`src/rtl/prox_irq_pkg.sv`:
```
package prox_irq_pkg;
  localparam int BYTE_W    = 8;
  localparam int THR_BYTES = 2;
  localparam int DATA_W    = BYTE_W * THR_BYTES;
  localparam int PERS_W    = 4;
  localparam logic [PERS_W-1:0] CNT_MAX = {PERS_W{1'b1}};

  typedef logic [DATA_W-1:0] sample_t;
  typedef logic [BYTE_W-1:0] byte_t;
  typedef logic [PERS_W-1:0] pcnt_t;

  // True when the sample lies strictly outside [lo, hi]
  function automatic logic is_event(sample_t d, sample_t lo, sample_t hi);
    return (d > hi) || (d < lo);
  endfunction

  // Saturating increment of the consecutive-event count
  function automatic pcnt_t sat_inc(pcnt_t c);
    return (c == CNT_MAX) ? c : pcnt_t'(c + pcnt_t'(1));
  endfunction

  // Persistence condition on the count after the current sample
  function automatic logic persist_met(pcnt_t cfg, pcnt_t cnt_after);
    return (cfg == '0) || (cnt_after >= cfg);
  endfunction
endpackage

```
`src/rtl/prox_thr_window.sv`:
```
module prox_thr_window
  import prox_irq_pkg::*;
(
  input  byte_t   lo_bytes [THR_BYTES],
  input  byte_t   hi_bytes [THR_BYTES],
  input  sample_t data,
  output sample_t lo_bound,
  output sample_t hi_bound,
  output logic    outside
);
  // Byte 0 is least significant; assemble each bound from its bytes
  for (genvar b = 0; b < THR_BYTES; b++) begin : g_byte
    assign lo_bound[b*BYTE_W +: BYTE_W] = lo_bytes[b];
    assign hi_bound[b*BYTE_W +: BYTE_W] = hi_bytes[b];
  end

  assign outside = is_event(data, lo_bound, hi_bound);
endmodule

```
`src/rtl/prox_persist_cnt.sv`:
```
module prox_persist_cnt
  import prox_irq_pkg::*;
(
  input  logic  clk,
  input  logic  rst_n,
  input  logic  take,
  input  logic  outside,
  input  logic  clr,
  output pcnt_t cnt_q,
  output pcnt_t cnt_after
);
  // Count that results if the current sample is accepted
  assign cnt_after = outside ? sat_inc(cnt_q) : '0;

  always_ff @(posedge clk or negedge rst_n) begin
    if (!rst_n)    cnt_q <= '0;
    else if (clr)  cnt_q <= '0;
    else if (take) cnt_q <= cnt_after;
  end
endmodule

```
`src/rtl/prox_irq_latch.sv`:
```
module prox_irq_latch (
  input  logic clk,
  input  logic rst_n,
  input  logic set,
  input  logic clr,
  input  logic en,
  output logic flag_q,
  output logic irq
);
  always_ff @(posedge clk or negedge rst_n) begin
    if (!rst_n)   flag_q <= 1'b0;
    else if (clr) flag_q <= 1'b0;
    else if (set) flag_q <= 1'b1;
  end

  assign irq = flag_q & en;
endmodule

```
`src/rtl/prox_window_irq.sv`:
```
module prox_window_irq
  import prox_irq_pkg::*;
(
  input  logic        clk,
  input  logic        rst_n,
  input  logic        sample_vld,
  input  logic [15:0] sample_data,
  input  logic [7:0]  thr_lo_lsb,
  input  logic [7:0]  thr_lo_msb,
  input  logic [7:0]  thr_hi_lsb,
  input  logic [7:0]  thr_hi_msb,
  input  logic [3:0]  persist_cfg,
  input  logic        irq_en,
  input  logic        irq_clr,
  output logic        irq_o,
  output logic        irq_flag
);
  // Named internal events, visible to the bound checker
  byte_t   lo_bytes [THR_BYTES];
  byte_t   hi_bytes [THR_BYTES];
  sample_t lo_bound, hi_bound;
  logic    sample_evt;
  logic    take;
  logic    fire;
  pcnt_t   cnt_q, cnt_after;

  assign lo_bytes[0] = thr_lo_lsb;
  assign lo_bytes[1] = thr_lo_msb;
  assign hi_bytes[0] = thr_hi_lsb;
  assign hi_bytes[1] = thr_hi_msb;

  // A clear discards any sample in the same cycle
  assign take = sample_vld & ~irq_clr;

  prox_thr_window u_win (
    .lo_bytes (lo_bytes),
    .hi_bytes (hi_bytes),
    .data     (sample_data),
    .lo_bound (lo_bound),
    .hi_bound (hi_bound),
    .outside  (sample_evt)
  );

  prox_persist_cnt u_cnt (
    .clk       (clk),
    .rst_n     (rst_n),
    .take      (take),
    .outside   (sample_evt),
    .clr       (irq_clr),
    .cnt_q     (cnt_q),
    .cnt_after (cnt_after)
  );

  assign fire = take & persist_met(persist_cfg, cnt_after);

  prox_irq_latch u_irq (
    .clk    (clk),
    .rst_n  (rst_n),
    .set    (fire),
    .clr    (irq_clr),
    .en     (irq_en),
    .flag_q (irq_flag),
    .irq    (irq_o)
  );
endmodule

```
`config.mk`:
```
export PLATFORM = sky130hd
export DESIGN_NAME = prox_window_irq
export DESIGN_NICKNAME = d
export VERILOG_FILES = /design/src/rtl/prox_irq_pkg.sv /design/src/rtl/prox_thr_window.sv /design/src/rtl/prox_persist_cnt.sv /design/src/rtl/prox_irq_latch.sv /design/src/rtl/prox_window_irq.sv
export SDC_FILE = /design/constraint.sdc
export NUM_CORES = 1
export LEC_CHECK = 0
export BUFFER_PORTS_ARGS = -buffer_cell sky130_fd_sc_hd__buf_2
export CELL_PAD_IN_SITES_DETAIL_PLACEMENT = 1
export CELL_PAD_IN_SITES_GLOBAL_PLACEMENT = 1
export CORE_UTILIZATION = 32
export DETAILED_ROUTE_END_ITERATION = 8
export PLACE_DENSITY = 0.86
export SLEW_MARGIN = 20
export SYNTH_ARGS = -nofsm -noshare
export SYNTH_HDL_FRONTEND = slang
export SYNTH_SLANG_ARGS = --single-unit
```
`constraint.sdc`:
```
create_clock -name clk -period 3.1 [get_ports clk]
set_clock_uncertainty 0.1 [all_clocks]
set_input_delay 0.31 -clock clk [delete_from_list [all_inputs] [get_ports clk]]
set_output_delay 0.31 -clock clk [all_outputs]
set_load 0.02 [all_outputs]
```
==> impl_metrics.xml, run 1 <==
<?xml version="1.0" encoding="UTF-8"?>
<metrics>
  <group name="global_routing">
    <metric name="grt_start_max_net_pins" unit="">8</metric>
    <metric name="grt_pass1_wl" unit="mm">6.06</metric>
    <metric name="grtUsageTotal" unit="%">19.0</metric>
    <metric name="global_route_congestion_overflow_total" unit="">0</metric>
    <metric name="grt_antenna_before_repair" unit="">0</metric>
    <metric name="first_global_vias" unit="">1451</metric>
  </group>
  <group name="detailed_routing">
    <metric name="dr.first_iter.drc_count" unit="">45</metric>
    <metric name="highest_layer" unit="">met4</metric>
    <metric name="met1_length" unit="mm">1.57</metric>
    <metric name="drc" unit="">0</metric>
    <metric name="postRouteAntennaNets" unit="">0</metric>
    <metric name="route.vias.total" unit="">1360</metric>
    <metric name="first_drt_pass_iteration_count" unit="">4</metric>
    <metric name="routed_wl" unit="mm">3.73</metric>
    <metric name="wl_met3" unit="µm">156</metric>
    <metric name="routed_wire_length_per_instance" unit="µm">13.4</metric>
    <metric name="post_dr_vias_cell" unit="">4.89</metric>
    <metric name="met2WireLength" unit="mm">1.97</metric>
  </group>
  <group name="synth">
    <metric name="postSynthAreaPerCell" unit="µm²">7.76</metric>
    <metric name="synth_compound_gate_area_share" unit="%">19.8</metric>
    <metric name="synth_top_area_share" unit="%">37.9</metric>
    <metric name="synth_top_family_by_area" unit="">adder cells</metric>
    <metric name="seq_area_frac_synth" unit="%">10.5</metric>
    <metric name="synth.top_cells.by_area" unit="">sky130_fd_sc_hd__ha_1 38%, sky130_fd_sc_hd__inv_1 11%, sky130_fd_sc_hd__dfrtp_1 11%</metric>
    <metric name="yosysMostFrequentCell" unit="">sky130_fd_sc_hd__ha_1</metric>
    <metric name="netlist.top_cell.by_area" unit="">sky130_fd_sc_hd__ha_1</metric>
    <metric name="synth_commonest_cells" unit="">36 x sky130_fd_sc_hd__ha_1, 35 x sky130_fd_sc_hd__inv_1, 14 x sky130_fd_sc_hd__a21oi_1</metric>
    <metric name="synth_warnings" unit="">0</metric>
    <metric name="ys_seq_elements" unit="">5</metric>
    <metric name="synth-edff-count" unit="">0</metric>
    <metric name="muxShareOfSynthArea" unit="%">1.69</metric>
    <metric name="synth_ff_type" unit="">sky130_fd_sc_hd__dfrtp_1</metric>
    <metric name="syn-instance-count" unit="">153</metric>
    <metric name="yosys.area_share.xor_xnor" unit="%">1.48</metric>
    <metric name="post_synthesis_adder_cell_area_fraction" unit="%">37.9</metric>
    <metric name="synth-simple-area-share" unit="%">17.5</metric>
    <metric name="syn-cell-area" unit="mm²">0.00119</metric>
    <metric name="syn-num-nets" unit="">246</metric>
    <metric name="yosysUniqueCellTypes" unit="">31</metric>
    <metric name="postSynth.asyncResetShare" unit="%">100</metric>
  </group>
  <group name="layout">
    <metric name="final_core_utilization" unit="%">54.4</metric>
    <metric name="post_route_cells_drive_above_1_share" unit="%">43.5</metric>
    <metric name="final_design_area_no_fill" unit="mm²">0.00187</metric>
    <metric name="diodes" unit="">0</metric>
    <metric name="area_growth_syn_to_layout" unit="%">57.6</metric>
    <metric name="final_cell_count_no_fill" unit="">278</metric>
    <metric name="design.final.nets" unit="">326</metric>
    <metric name="final.fill_count" unit="">446</metric>
  </group>
  <group name="power">
    <metric name="power.density" unit="mW/mm²">229</metric>
    <metric name="internal_pwr_total" unit="mW">0.282</metric>
    <metric name="power_frac_seq" unit="%">17.3</metric>
    <metric name="power_switching_share" unit="%">34.1</metric>
    <metric name="leakagePower" unit="nW">1.06</metric>
    <metric name="switching_power" unit="mW">0.146</metric>
    <metric name="report.power.total" unit="mW">0.428</metric>
    <metric name="power.share.combinational" unit="%">54.2</metric>
    <metric name="power.ir.vdd_worst" unit="mV">0.187</metric>
    <metric name="clock_power_share" unit="%">28.5</metric>
  </group>
  <group name="die">
    <metric name="core_footprint" unit="mm²">0.00344</metric>
    <metric name="start_util" unit="%">34.5</metric>
    <metric name="die_w" unit="µm">62.9</metric>
    <metric name="rows" unit="">21</metric>
    <metric name="die-area" unit="mm²">0.00396</metric>
    <metric name="die-height" unit="µm">62.9</metric>
    <metric name="design.portCount" unit="">59</metric>
  </group>
  <group name="worst_hold_path">
    <metric name="worstHoldPathType" unit="">input port to flip-flop</metric>
    <metric name="worst_hold_startpoint" unit="">irq_clr</metric>
    <metric name="hold_depth" unit="">2</metric>
  </group>
  <group name="sta">
    <metric name="timing.final.max_slew_violations" unit="">0</metric>
    <metric name="fin_crit" unit="ps">3040</metric>
    <metric name="fin_crit_sh" unit="%">98.0</metric>
    <metric name="max-slew-margin-rel" unit="%">78.9</metric>
    <metric name="max_freq" unit="MHz">329</metric>
    <metric name="tightestPinTransition" unit="ps">316</metric>
    <metric name="hold_viol_final" unit="">0</metric>
    <metric name="setup_ws" unit="ps">61.0</metric>
    <metric name="rsz0062_at_grt" unit="">yes</metric>
    <metric name="timing.final.setup_violations" unit="">0</metric>
  </group>
  <group name="setup_path">
    <metric name="worstPathArrival" unit="ps">3050</metric>
    <metric name="critical_path.max_fanout" unit="">3</metric>
    <metric name="timing.critical_path.to_type" unit="">flip-flop</metric>
    <metric name="worst_ep_required_time" unit="ps">3110</metric>
    <metric name="endpoint" unit="">u_irq.flag_q</metric>
    <metric name="critPathLaunch" unit="">sample_data[13]</metric>
    <metric name="crit_type" unit="">input port to flip-flop</metric>
    <metric name="timing.reg2reg.worst_path_depth" unit="">11</metric>
    <metric name="reg2reg_from" unit="">u_cnt.cnt_q[0]</metric>
    <metric name="r2r_slack" unit="ps">630</metric>
    <metric name="cp-start-kind" unit="">input port</metric>
    <metric name="regToRegEndpoint" unit="">u_irq.flag_q</metric>
  </group>
  <group name="clock_tree">
    <metric name="clock_transition_time_at_the_flip_flop_clock_pins_of_the_worst_setup_and_hold_paths" unit="ps">40</metric>
    <metric name="clock_latency" unit="ps">230</metric>
    <metric name="cts-root-to-sink-buffers" unit="">2</metric>
    <metric name="cts.htree.levels" unit="">1</metric>
    <metric name="clock_sink_count" unit="">5</metric>
    <metric name="clock_tree_from_tritoncts" unit="">yes</metric>
    <metric name="cts_made_buffers" unit="">3</metric>
    <metric name="clock-root-buffer" unit="">sky130_fd_sc_hd__clkbuf_8</metric>
  </group>
  <group name="placement">
    <metric name="port_buffers" unit="">58</metric>
    <metric name="placedInstanceArea" unit="mm²">0.00172</metric>
    <metric name="globalplace.congestion" unit="">0.760</metric>
    <metric name="placement.setup.worst_slack" unit="ps">-200</metric>
    <metric name="post-dp-hpwl" unit="mm">3.14</metric>
    <metric name="place_inst" unit="">272</metric>
  </group>
  <group name="run">
    <metric name="max_cap_viol_count" unit="">0</metric>
  </group>
  <group name="status">
    <metric name="status" unit="">finished clean</metric>
  </group>
</metrics>
-- metal layers --
layer | global-route usage [%] | vias up
met5 | 0 | -
met4 | 7.27 | 0
met3 | 3.65 | 4
met2 | 33.6 | 42
met1 | 22.4 | 617
li1 | - | 697
-- final cells by class --
cell class	instances	area, µm²	area share, %
inverter	35	134	7.15
timing repair buffer	75	437	23.3
tap	46	57.6	3.07
clock buffer	4	45.0	2.41
multi-input combinational	113	1070	57.4
sequential	5	125	6.68
-- state kept, by name (all words and copies together), names as in the netlist --
name,cells
u_cnt.cnt_q,4
u_irq.flag_q,1
-- worst min path at each step --
stage | endpoint | slack (ps)
5_1_grt | u_cnt.cnt_q[0] | 220
3_3_place_gp | u_irq.flag_q | 40
2_1_floorplan | u_cnt.cnt_q[0] | -90
3_5_place_dp | u_cnt.cnt_q[2] | 30
6_report | u_cnt.cnt_q[0] | 210
4_1_cts | u_cnt.cnt_q[0] | 210
-- logic make-up after synthesis --
logic type,Yosys count
and+or+nand+nor,39
adders and majority gates,36
buffers and inverters,35
AOI/OAI and AO/OA,34
DFF,5
xor gates and xnor gates,2
muxes,2
-- worst max-delay path, stage by stage --
cell                       delay, ps
sky130_fd_sc_hd__buf_2           110
sky130_fd_sc_hd__ha_1            300
sky130_fd_sc_hd__nand4_1         150
sky130_fd_sc_hd__nor2_1           60
sky130_fd_sc_hd__a22o_1          180
sky130_fd_sc_hd__or4_4           490
sky130_fd_sc_hd__a32oi_4         230
sky130_fd_sc_hd__nand2b_4        180
sky130_fd_sc_hd__ha_4            200
sky130_fd_sc_hd__nand2b_4        130
sky130_fd_sc_hd__a21o_1          150
sky130_fd_sc_hd__a21o_1          150
sky130_fd_sc_hd__a211o_1         260
sky130_fd_sc_hd__a21oi_2         110
sky130_fd_sc_hd__nor2_1           60
-- cells in the final DEF, fill, tap and decap left out, types with 2 or more instances in the layout --
cell,synthesis,routed
sky130_fd_sc_hd__a21o_1,4,4
sky130_fd_sc_hd__a21oi_1,14,10
sky130_fd_sc_hd__a21oi_2,0,4
sky130_fd_sc_hd__buf_2,0,56
sky130_fd_sc_hd__buf_4,0,15
sky130_fd_sc_hd__buf_6,0,3
sky130_fd_sc_hd__clkbuf_8,0,3
sky130_fd_sc_hd__dfrtp_1,5,5
sky130_fd_sc_hd__ha_1,36,28
sky130_fd_sc_hd__ha_4,0,8
sky130_fd_sc_hd__inv_1,35,30
sky130_fd_sc_hd__inv_2,0,4
sky130_fd_sc_hd__mux2i_1,2,2
sky130_fd_sc_hd__nand2_1,6,6
sky130_fd_sc_hd__nand2b_1,6,4
sky130_fd_sc_hd__nand2b_4,0,2
sky130_fd_sc_hd__nand3_1,6,6
sky130_fd_sc_hd__nand4_1,7,7
sky130_fd_sc_hd__nor2_1,7,7
sky130_fd_sc_hd__o21ai_0,4,3
sky130_fd_sc_hd__o21ai_1,1,2
sky130_fd_sc_hd__o32ai_1,2,2
sky130_fd_sc_hd__or4_4,0,2
sky130_fd_sc_hd__xor2_1,2,2
-- stage by stage --
stage               setup TNS (ps)  hold slack [ps]
floorplan                        0            -85.6
global placement              -100             35.1
detailed placement            -200             34.6
CTS                              0              207
global route                 -35.6              223
finish                           0              207
-- repair_timing --
| action | CTS | global route |
|---|---|---|
| buffers inserted | 0 | 1 |
| endpoints found under the setup margin | 0 | 1 |
| endpoints found under the hold margin | 5 | 0 |
| hold buffers | 1 | 0 |
| resized for setup | 0 | 18 |
-- power groups by stage --
stage / Clock, mW / Combinational [mW] / Sequential, mW
after global routing: 0.131 / 0.264 / 0.0744
after floorplan: 0 / 0.116 / 0.0745
after CTS: 0.125 / 0.214 / 0.0738
after detailed placement: 0 / 0.212 / 0.0746
after global placement: 0 / 0.200 / 0.0737
final: 0.122 / 0.232 / 0.0741
Note: power is estimated with default switching activity, not from simulation.
==> inputs of run 2 (changes only) <==
- PLACE_DENSITY: 0.86 -> unset
- PLACE_DENSITY_LB_ADDON: unset -> 0.1
==> impl_metrics.xml, run 2 (same netlist as run 1, synthesis figures left out) <==
<?xml version="1.0" encoding="UTF-8"?>
<metrics>
  <group name="detailed_routing">
    <metric name="drc" unit="">0</metric>
    <metric name="route.vias.total" unit="">1380</metric>
    <metric name="routed_wire_length_per_instance" unit="µm">13.3</metric>
    <metric name="postRouteAntennaNets" unit="">0</metric>
    <metric name="dr.first_iter.drc_count" unit="">15</metric>
    <metric name="post_dr_vias_cell" unit="">4.93</metric>
    <metric name="first_drt_pass_iteration_count" unit="">2</metric>
    <metric name="routed_wl" unit="mm">3.71</metric>
  </group>
  <group name="placement">
    <metric name="placedInstanceArea" unit="mm²">0.00173</metric>
    <metric name="globalplace.congestion" unit="">0.748</metric>
    <metric name="port_buffers" unit="">58</metric>
    <metric name="post-dp-hpwl" unit="mm">3.21</metric>
  </group>
  <group name="setup_path">
    <metric name="reg2reg_from" unit="">u_cnt.cnt_q[0]</metric>
    <metric name="worst_ep_required_time" unit="ps">3110</metric>
    <metric name="crit_type" unit="">input port to flip-flop</metric>
    <metric name="worstPathArrival" unit="ps">3030</metric>
    <metric name="timing.critical_path.to_type" unit="">flip-flop</metric>
    <metric name="cp-start-kind" unit="">input port</metric>
    <metric name="critPathLaunch" unit="">sample_data[8]</metric>
    <metric name="critical_path.max_fanout" unit="">2</metric>
  </group>
  <group name="power">
    <metric name="report.power.total" unit="mW">0.429</metric>
    <metric name="power.ir.vdd_worst" unit="mV">0.362</metric>
    <metric name="leakagePower" unit="nW">1.07</metric>
    <metric name="power.density" unit="mW/mm²">229</metric>
  </group>
  <group name="layout">
    <metric name="design.final.nets" unit="">328</metric>
    <metric name="most_flop_heavy_register" unit="">u_cnt.cnt_q</metric>
    <metric name="most_frequent_standard_cell_in_the_layout_excluding_fill_and_tap_cells" unit="">sky130_fd_sc_hd__buf_2</metric>
    <metric name="layout_top_registers" unit="">u_cnt.cnt_q x4, u_irq.flag_q x1</metric>
    <metric name="final_design_area_no_fill" unit="mm²">0.00187</metric>
    <metric name="layout_common_cells" unit="">55 x sky130_fd_sc_hd__buf_2, 31 x sky130_fd_sc_hd__inv_1, 29 x sky130_fd_sc_hd__ha_1, 18 x sky130_fd_sc_hd__buf_4, 10 x sky130_fd_sc_hd__a21oi_1</metric>
    <metric name="post_route_cells_drive_above_1_share" unit="%">43.2</metric>
    <metric name="diodes" unit="">0</metric>
    <metric name="largest_reg_flops" unit="">4</metric>
    <metric name="area_growth_syn_to_layout" unit="%">57.9</metric>
    <metric name="final.fill_count" unit="">451</metric>
  </group>
  <group name="sta">
    <metric name="hold_viol_final" unit="">0</metric>
    <metric name="timing.final.max_slew_violations" unit="">0</metric>
    <metric name="tightestPinTransition" unit="ps">315</metric>
    <metric name="max-slew-margin-rel" unit="%">78.8</metric>
    <metric name="timing.final.setup_violations" unit="">0</metric>
    <metric name="fin_crit_sh" unit="%">97.3</metric>
    <metric name="max_freq" unit="MHz">332</metric>
    <metric name="rsz0062_at_grt" unit="">yes</metric>
    <metric name="fin_crit" unit="ps">3020</metric>
  </group>
  <group name="global_routing">
    <metric name="grt_start_max_net_pins" unit="">8</metric>
    <metric name="grt_antenna_before_repair" unit="">0</metric>
    <metric name="first_global_vias" unit="">1496</metric>
    <metric name="grt_pass1_wl" unit="mm">6.18</metric>
    <metric name="global_route_congestion_overflow_total" unit="">0</metric>
    <metric name="grtUsageTotal" unit="%">19.4</metric>
  </group>
  <group name="die">
    <metric name="core_footprint" unit="mm²">0.00344</metric>
    <metric name="rows" unit="">21</metric>
    <metric name="design.portCount" unit="">59</metric>
    <metric name="die-area" unit="mm²">0.00396</metric>
    <metric name="die-height" unit="µm">62.9</metric>
    <metric name="start_util" unit="%">34.5</metric>
    <metric name="die_w" unit="µm">62.9</metric>
  </group>
  <group name="clock_tree">
    <metric name="clock-root-buffer" unit="">sky130_fd_sc_hd__clkbuf_8</metric>
    <metric name="cts-root-to-sink-buffers" unit="">2</metric>
    <metric name="cts_made_buffers" unit="">3</metric>
    <metric name="clock_sink_count" unit="">5</metric>
    <metric name="clock_tree_from_tritoncts" unit="">yes</metric>
    <metric name="cts.htree.levels" unit="">1</metric>
    <metric name="clock_latency" unit="ps">220</metric>
    <metric name="clock_transition_time_at_the_flip_flop_clock_pins_of_the_worst_setup_and_hold_paths" unit="ps">30</metric>
  </group>
  <group name="run">
    <metric name="max_cap_viol_count" unit="">0</metric>
  </group>
  <group name="status">
    <metric name="status" unit="">finished clean</metric>
  </group>
  <group name="worst_hold_path">
    <metric name="worst_hold_startpoint" unit="">irq_clr</metric>
    <metric name="worstHoldPathType" unit="">input port to flip-flop</metric>
  </group>
</metrics>
-- run 2: cell types whose count changed in the layout (fill, tap and decap cells not counted) --
cell	change
sky130_fd_sc_hd__ha_1	+1
sky130_fd_sc_hd__ha_4	-1
sky130_fd_sc_hd__buf_2	-1
sky130_fd_sc_hd__buf_4	+3
sky130_fd_sc_hd__inv_4	-1
sky130_fd_sc_hd__inv_1	+1
-- run 2: path summary, 6_finish.rpt --
| path | endpoint | slack, ps | depth (start not counted) |
|---|---|---|---|
| setup / recovery | u_irq.flag_q | 80 | 15 |
| hold / removal | u_irq.flag_q | 200 | 2 |
| setup reg to reg | u_irq.flag_q | 610 | 11 |
| hold reg to reg | u_irq.flag_q | 460 | 2 |
| max in group asynchronous | u_cnt.cnt_q[2] | 2430 | 2 |
| min in group asynchronous | u_irq.flag_q | 340 | 2 |
-- run 2: critical path, stage by stage --
cell,delay [ps]
sky130_fd_sc_hd__buf_2,110
sky130_fd_sc_hd__ha_1,310
sky130_fd_sc_hd__nand4_1,140
sky130_fd_sc_hd__nor2_1,60
sky130_fd_sc_hd__a22o_1,170
sky130_fd_sc_hd__or4_4,490
sky130_fd_sc_hd__a32oi_4,220
sky130_fd_sc_hd__nand2b_4,170
sky130_fd_sc_hd__ha_4,190
sky130_fd_sc_hd__nand2b_4,130
sky130_fd_sc_hd__a21o_1,140
sky130_fd_sc_hd__a21o_1,150
sky130_fd_sc_hd__a211o_1,260
sky130_fd_sc_hd__a21oi_2,110
sky130_fd_sc_hd__nor2_1,50
-- run 2: what timing repair did --
action | in CTS | in global routing
endpoints found under the hold margin | 5 | 0
hold buffers | 1 | 0
resized for setup | 0 | 16
setup buffers | 0 | 1
setup endpoints to repair | 0 | 1
-- run 2: per-stage QoR --
step / std cells / TNS (ps) / setup slack [ps] / hold WS (ps) / utilization (%)
after floorplan: 153 / 0 / 4.74 / -85.6 / -
after global placement: 274 / -99.6 / -99.6 / 26.0 / 50.4
after global routing: 280 / -46.5 / -46.5 / 229 / 54.5
after detailed placement: 274 / -176 / -176 / 29.8 / 50.4
after CTS: 279 / 0 / 59.0 / 200 / 52.0
final: 280 / 0 / 84.1 / 205 / 54.5
-- run 2: power breakdown --
group          switching [mW]  total (mW)  internal, mW
Combinational           0.108       0.235         0.127
Sequential            0.00434      0.0736        0.0692
Clock                  0.0317       0.120        0.0882
Total                   0.144       0.429         0.285
-- run 2: final cells by class --
class	instances	area, µm²	share of cell area [%]
Sequential cell	5	125	6.68
Timing Repair Buffer	77	454	24.2
Clock buffer	4	45.0	2.40
Inverter	35	131	7.01
Tap cell	46	57.6	3.07
Multi-Input combinational cell	113	1060	56.6
-- run 2: metal layers --
layer / GRT usage (%) / vias to the layer above / share of wire [%]
met2: 39.7 / 35 / 56
met3: 1.82 / 4 / 3.2
met1: 19.8 / 643 / 39
met5: 0 / - / 0
met4: 6.10 / 0 / 1.2
li1: - / 698 / -
==> inputs of run 3 (changes only) <==
--- a/config.mk
+++ b/config.mk
@@ -13,2 +13,3 @@
 export PLACE_DENSITY_LB_ADDON = 0.1
+export SETUP_SLACK_MARGIN = 0.4
 export SLEW_MARGIN = 20
==> constraint.sdc (replaced) <==
create_clock -name clk -period 3.1 [get_ports clk]
set_clock_uncertainty 0.1 [all_clocks]
set_input_delay 0.155 -clock clk [delete_from_list [all_inputs] [get_ports clk]]
set_output_delay 0.155 -clock clk [all_outputs]
set_load 0.02 [all_outputs]
==> impl_metrics.xml, run 3 (same netlist as run 1, synthesis figures left out) <==
<?xml version="1.0" encoding="UTF-8"?>
<metrics>
  <group name="setup_path">
    <metric name="regToRegEndpoint" unit="">u_irq.flag_q</metric>
    <metric name="slowest_stage" unit="">sky130_fd_sc_hd__or4_4</metric>
    <metric name="crit_buf_inv" unit="">1</metric>
    <metric name="critical-path-max-stage-delay" unit="ps">490</metric>
    <metric name="cp_cell_sequence" unit="">buf_2, ha_4, nand4_1, nor2_1, a22o_1, or4_4, a32oi_4, nand2b_4, ha_4, nand2b_4, a21o_1, a21o_1, a211o_1, a21oi_2, nor2_1</metric>
    <metric name="r2r_slack" unit="ps">620</metric>
    <metric name="critical_path.max_fanout" unit="">4</metric>
    <metric name="timing.critical_path.to_type" unit="">flip-flop</metric>
    <metric name="worst_ep_required_time" unit="ps">3110</metric>
    <metric name="cp-start-kind" unit="">input port</metric>
    <metric name="worstPathArrival" unit="ps">2880</metric>
    <metric name="reg2reg_from" unit="">u_cnt.cnt_q[0]</metric>
    <metric name="timing.critical_path.max_delay_family" unit="">simple AND/OR/NAND/NOR gates</metric>
    <metric name="crit_type" unit="">input port to flip-flop</metric>
    <metric name="timing.reg2reg.worst_path_depth" unit="">11</metric>
  </group>
  <group name="clock_tree">
    <metric name="cts-root-to-sink-buffers" unit="">2</metric>
    <metric name="clock_tree_from_tritoncts" unit="">yes</metric>
    <metric name="cts_made_buffers" unit="">3</metric>
    <metric name="clock_sink_count" unit="">5</metric>
    <metric name="clock_transition_time_at_the_flip_flop_clock_pins_of_the_worst_setup_and_hold_paths" unit="ps">30</metric>
    <metric name="cts.htree.levels" unit="">1</metric>
    <metric name="clock-root-buffer" unit="">sky130_fd_sc_hd__clkbuf_8</metric>
    <metric name="clock_latency" unit="ps">220</metric>
  </group>
  <group name="placement">
    <metric name="globalplace.congestion" unit="">0.695</metric>
    <metric name="post-dp-hpwl" unit="mm">3.06</metric>
    <metric name="port_buffers" unit="">58</metric>
  </group>
  <group name="layout">
    <metric name="layout_top_registers" unit="">u_cnt.cnt_q x4, u_irq.flag_q x1</metric>
    <metric name="diodes" unit="">0</metric>
    <metric name="layout_common_cells" unit="">57 x sky130_fd_sc_hd__buf_2, 25 x sky130_fd_sc_hd__inv_1, 24 x sky130_fd_sc_hd__ha_1, 12 x sky130_fd_sc_hd__ha_4, 10 x sky130_fd_sc_hd__a21oi_1</metric>
    <metric name="area_growth_syn_to_layout" unit="%">53.4</metric>
    <metric name="most_frequent_standard_cell_in_the_layout_excluding_fill_and_tap_cells" unit="">sky130_fd_sc_hd__buf_2</metric>
    <metric name="final.fill_count" unit="">435</metric>
    <metric name="design.final.nets" unit="">312</metric>
    <metric name="most_flop_heavy_register" unit="">u_cnt.cnt_q</metric>
    <metric name="post_route_cells_drive_above_1_share" unit="%">44.0</metric>
    <metric name="final_core_utilization" unit="%">52.9</metric>
    <metric name="largest_reg_flops" unit="">4</metric>
  </group>
  <group name="worst_hold_path">
    <metric name="hold_depth" unit="">2</metric>
    <metric name="end_point_of_the_worst_hold_path" unit="">u_irq.flag_q</metric>
    <metric name="worstHoldPathType" unit="">input port to flip-flop</metric>
    <metric name="worst_hold_startpoint" unit="">irq_clr</metric>
  </group>
  <group name="sta">
    <metric name="timing.final.setup_violations" unit="">0</metric>
    <metric name="fin_crit_sh" unit="%">92.7</metric>
    <metric name="tns" unit="ps">0</metric>
    <metric name="tightestPinTransition" unit="ps">308</metric>
    <metric name="timing.final.max_slew_violations" unit="">0</metric>
    <metric name="max-slew-margin-rel" unit="%">79.2</metric>
    <metric name="fin_crit" unit="ps">2880</metric>
    <metric name="hold_viol_final" unit="">0</metric>
    <metric name="max_freq" unit="MHz">348</metric>
    <metric name="rsz0062_at_grt" unit="">yes</metric>
  </group>
  <group name="global_routing">
    <metric name="grt_antenna_before_repair" unit="">0</metric>
    <metric name="grt_pass1_wl" unit="mm">5.79</metric>
    <metric name="grt_start_max_net_pins" unit="">8</metric>
    <metric name="grtUsageTotal" unit="%">17.9</metric>
    <metric name="first_global_vias" unit="">1372</metric>
    <metric name="global_route_congestion_overflow_total" unit="">0</metric>
  </group>
  <group name="die">
    <metric name="die_w" unit="µm">62.9</metric>
    <metric name="rows" unit="">21</metric>
    <metric name="core_footprint" unit="mm²">0.00344</metric>
    <metric name="start_util" unit="%">34.5</metric>
    <metric name="die-height" unit="µm">62.9</metric>
    <metric name="design.portCount" unit="">59</metric>
    <metric name="die-area" unit="mm²">0.00396</metric>
  </group>
  <group name="status">
    <metric name="status" unit="">finished clean</metric>
  </group>
  <group name="power">
    <metric name="power.ir.vdd_worst" unit="mV">0.245</metric>
    <metric name="power.density" unit="mW/mm²">227</metric>
    <metric name="report.power.total" unit="mW">0.414</metric>
    <metric name="leakagePower" unit="nW">0.991</metric>
  </group>
  <group name="detailed_routing">
    <metric name="postRouteAntennaNets" unit="">0</metric>
    <metric name="post_dr_vias_cell" unit="">5.03</metric>
    <metric name="drc" unit="">0</metric>
    <metric name="first_drt_pass_iteration_count" unit="">4</metric>
    <metric name="routed_wl" unit="mm">3.39</metric>
    <metric name="dr.first_iter.drc_count" unit="">29</metric>
    <metric name="route.vias.total" unit="">1329</metric>
    <metric name="routed_wire_length_per_instance" unit="µm">12.8</metric>
  </group>
  <group name="run">
    <metric name="max_cap_viol_count" unit="">0</metric>
  </group>
</metrics>
==> run 3: worst register-to-register path: cells and delay by family (launching register included) <==
family	cells	cell delay (ps)
AO/OA/AOI/OAI	4	670
adder cells (fa/ha/maj)	2	490
flip-flops	1	420
AND/OR/NAND/NOR	4	420
XOR/XNOR	1	270
==> run 3: worst max-delay path by stage <==
| stage | end | slack (ps) | depth (start not counted) | from |
|---|---|---|---|---|
| 6_report | u_irq.flag_q | 220 | 15 | sample_data[14] |
| 3_3_place_gp | u_irq.flag_q | 40 | 16 | thr_hi_lsb[5] |
| 4_1_cts | u_irq.flag_q | 270 | 16 | thr_hi_lsb[5] |
| 2_1_floorplan | u_irq.flag_q | 200 | 15 | thr_hi_lsb[5] |
| 5_1_grt | u_irq.flag_q | 110 | 16 | thr_hi_lsb[1] |
| 3_5_place_dp | u_irq.flag_q | 8 | 16 | thr_hi_lsb[5] |
==> run 3: area by class of cell <==
cell class	instances	area, µm²	share of cell area, %
clock buffer	4	45.0	2.47
tap	46	57.6	3.16
sequential	5	125	6.87
multi-input combinational	113	1120	61.7
timing repair buffer	61	322	17.7
inverter	35	149	8.17
==> run 3: metrics by stage <==
stage | setup slack (ps) | hold slack [ps] | std cells | cell area [µm²]
global route | 106 | 87.5 | 264 | 1820
global placement | 44.0 | -128 | 259 | 1730
detailed placement | 7.70 | -125 | 259 | 1730
finish | 225 | 61.8 | 264 | 1820
CTS | 273 | 54.3 | 264 | 1790
floorplan | 202 | -241 | 153 | 1370
==> run 3: timing repair <==
action,in CTS,in global routing
resized for setup,2,6
pin swaps,0,3
setup buffers,0,0
hold endpoints to repair,5,0
endpoints found under the setup margin,1,1
hold buffers,1,0
==> run 3: per-layer routing <==
metal | vias up | wire (µm) | GRT usage (%)
met5 | - | 0 | 0
li1 | 671 | - | -
met3 | 2 | 135 | 2.19
met4 | 0 | 6 | 4.36
met2 | 37 | 1810 | 35.8
met1 | 619 | 1440 | 19.3
==> run 3: power breakdown <==
part	internal, mW	leakage, nW	switching, mW
Sequential	0.0692	0.0683	0.00425
Clock	0.0881	0.0228	0.0300
Combinational	0.115	0.900	0.107
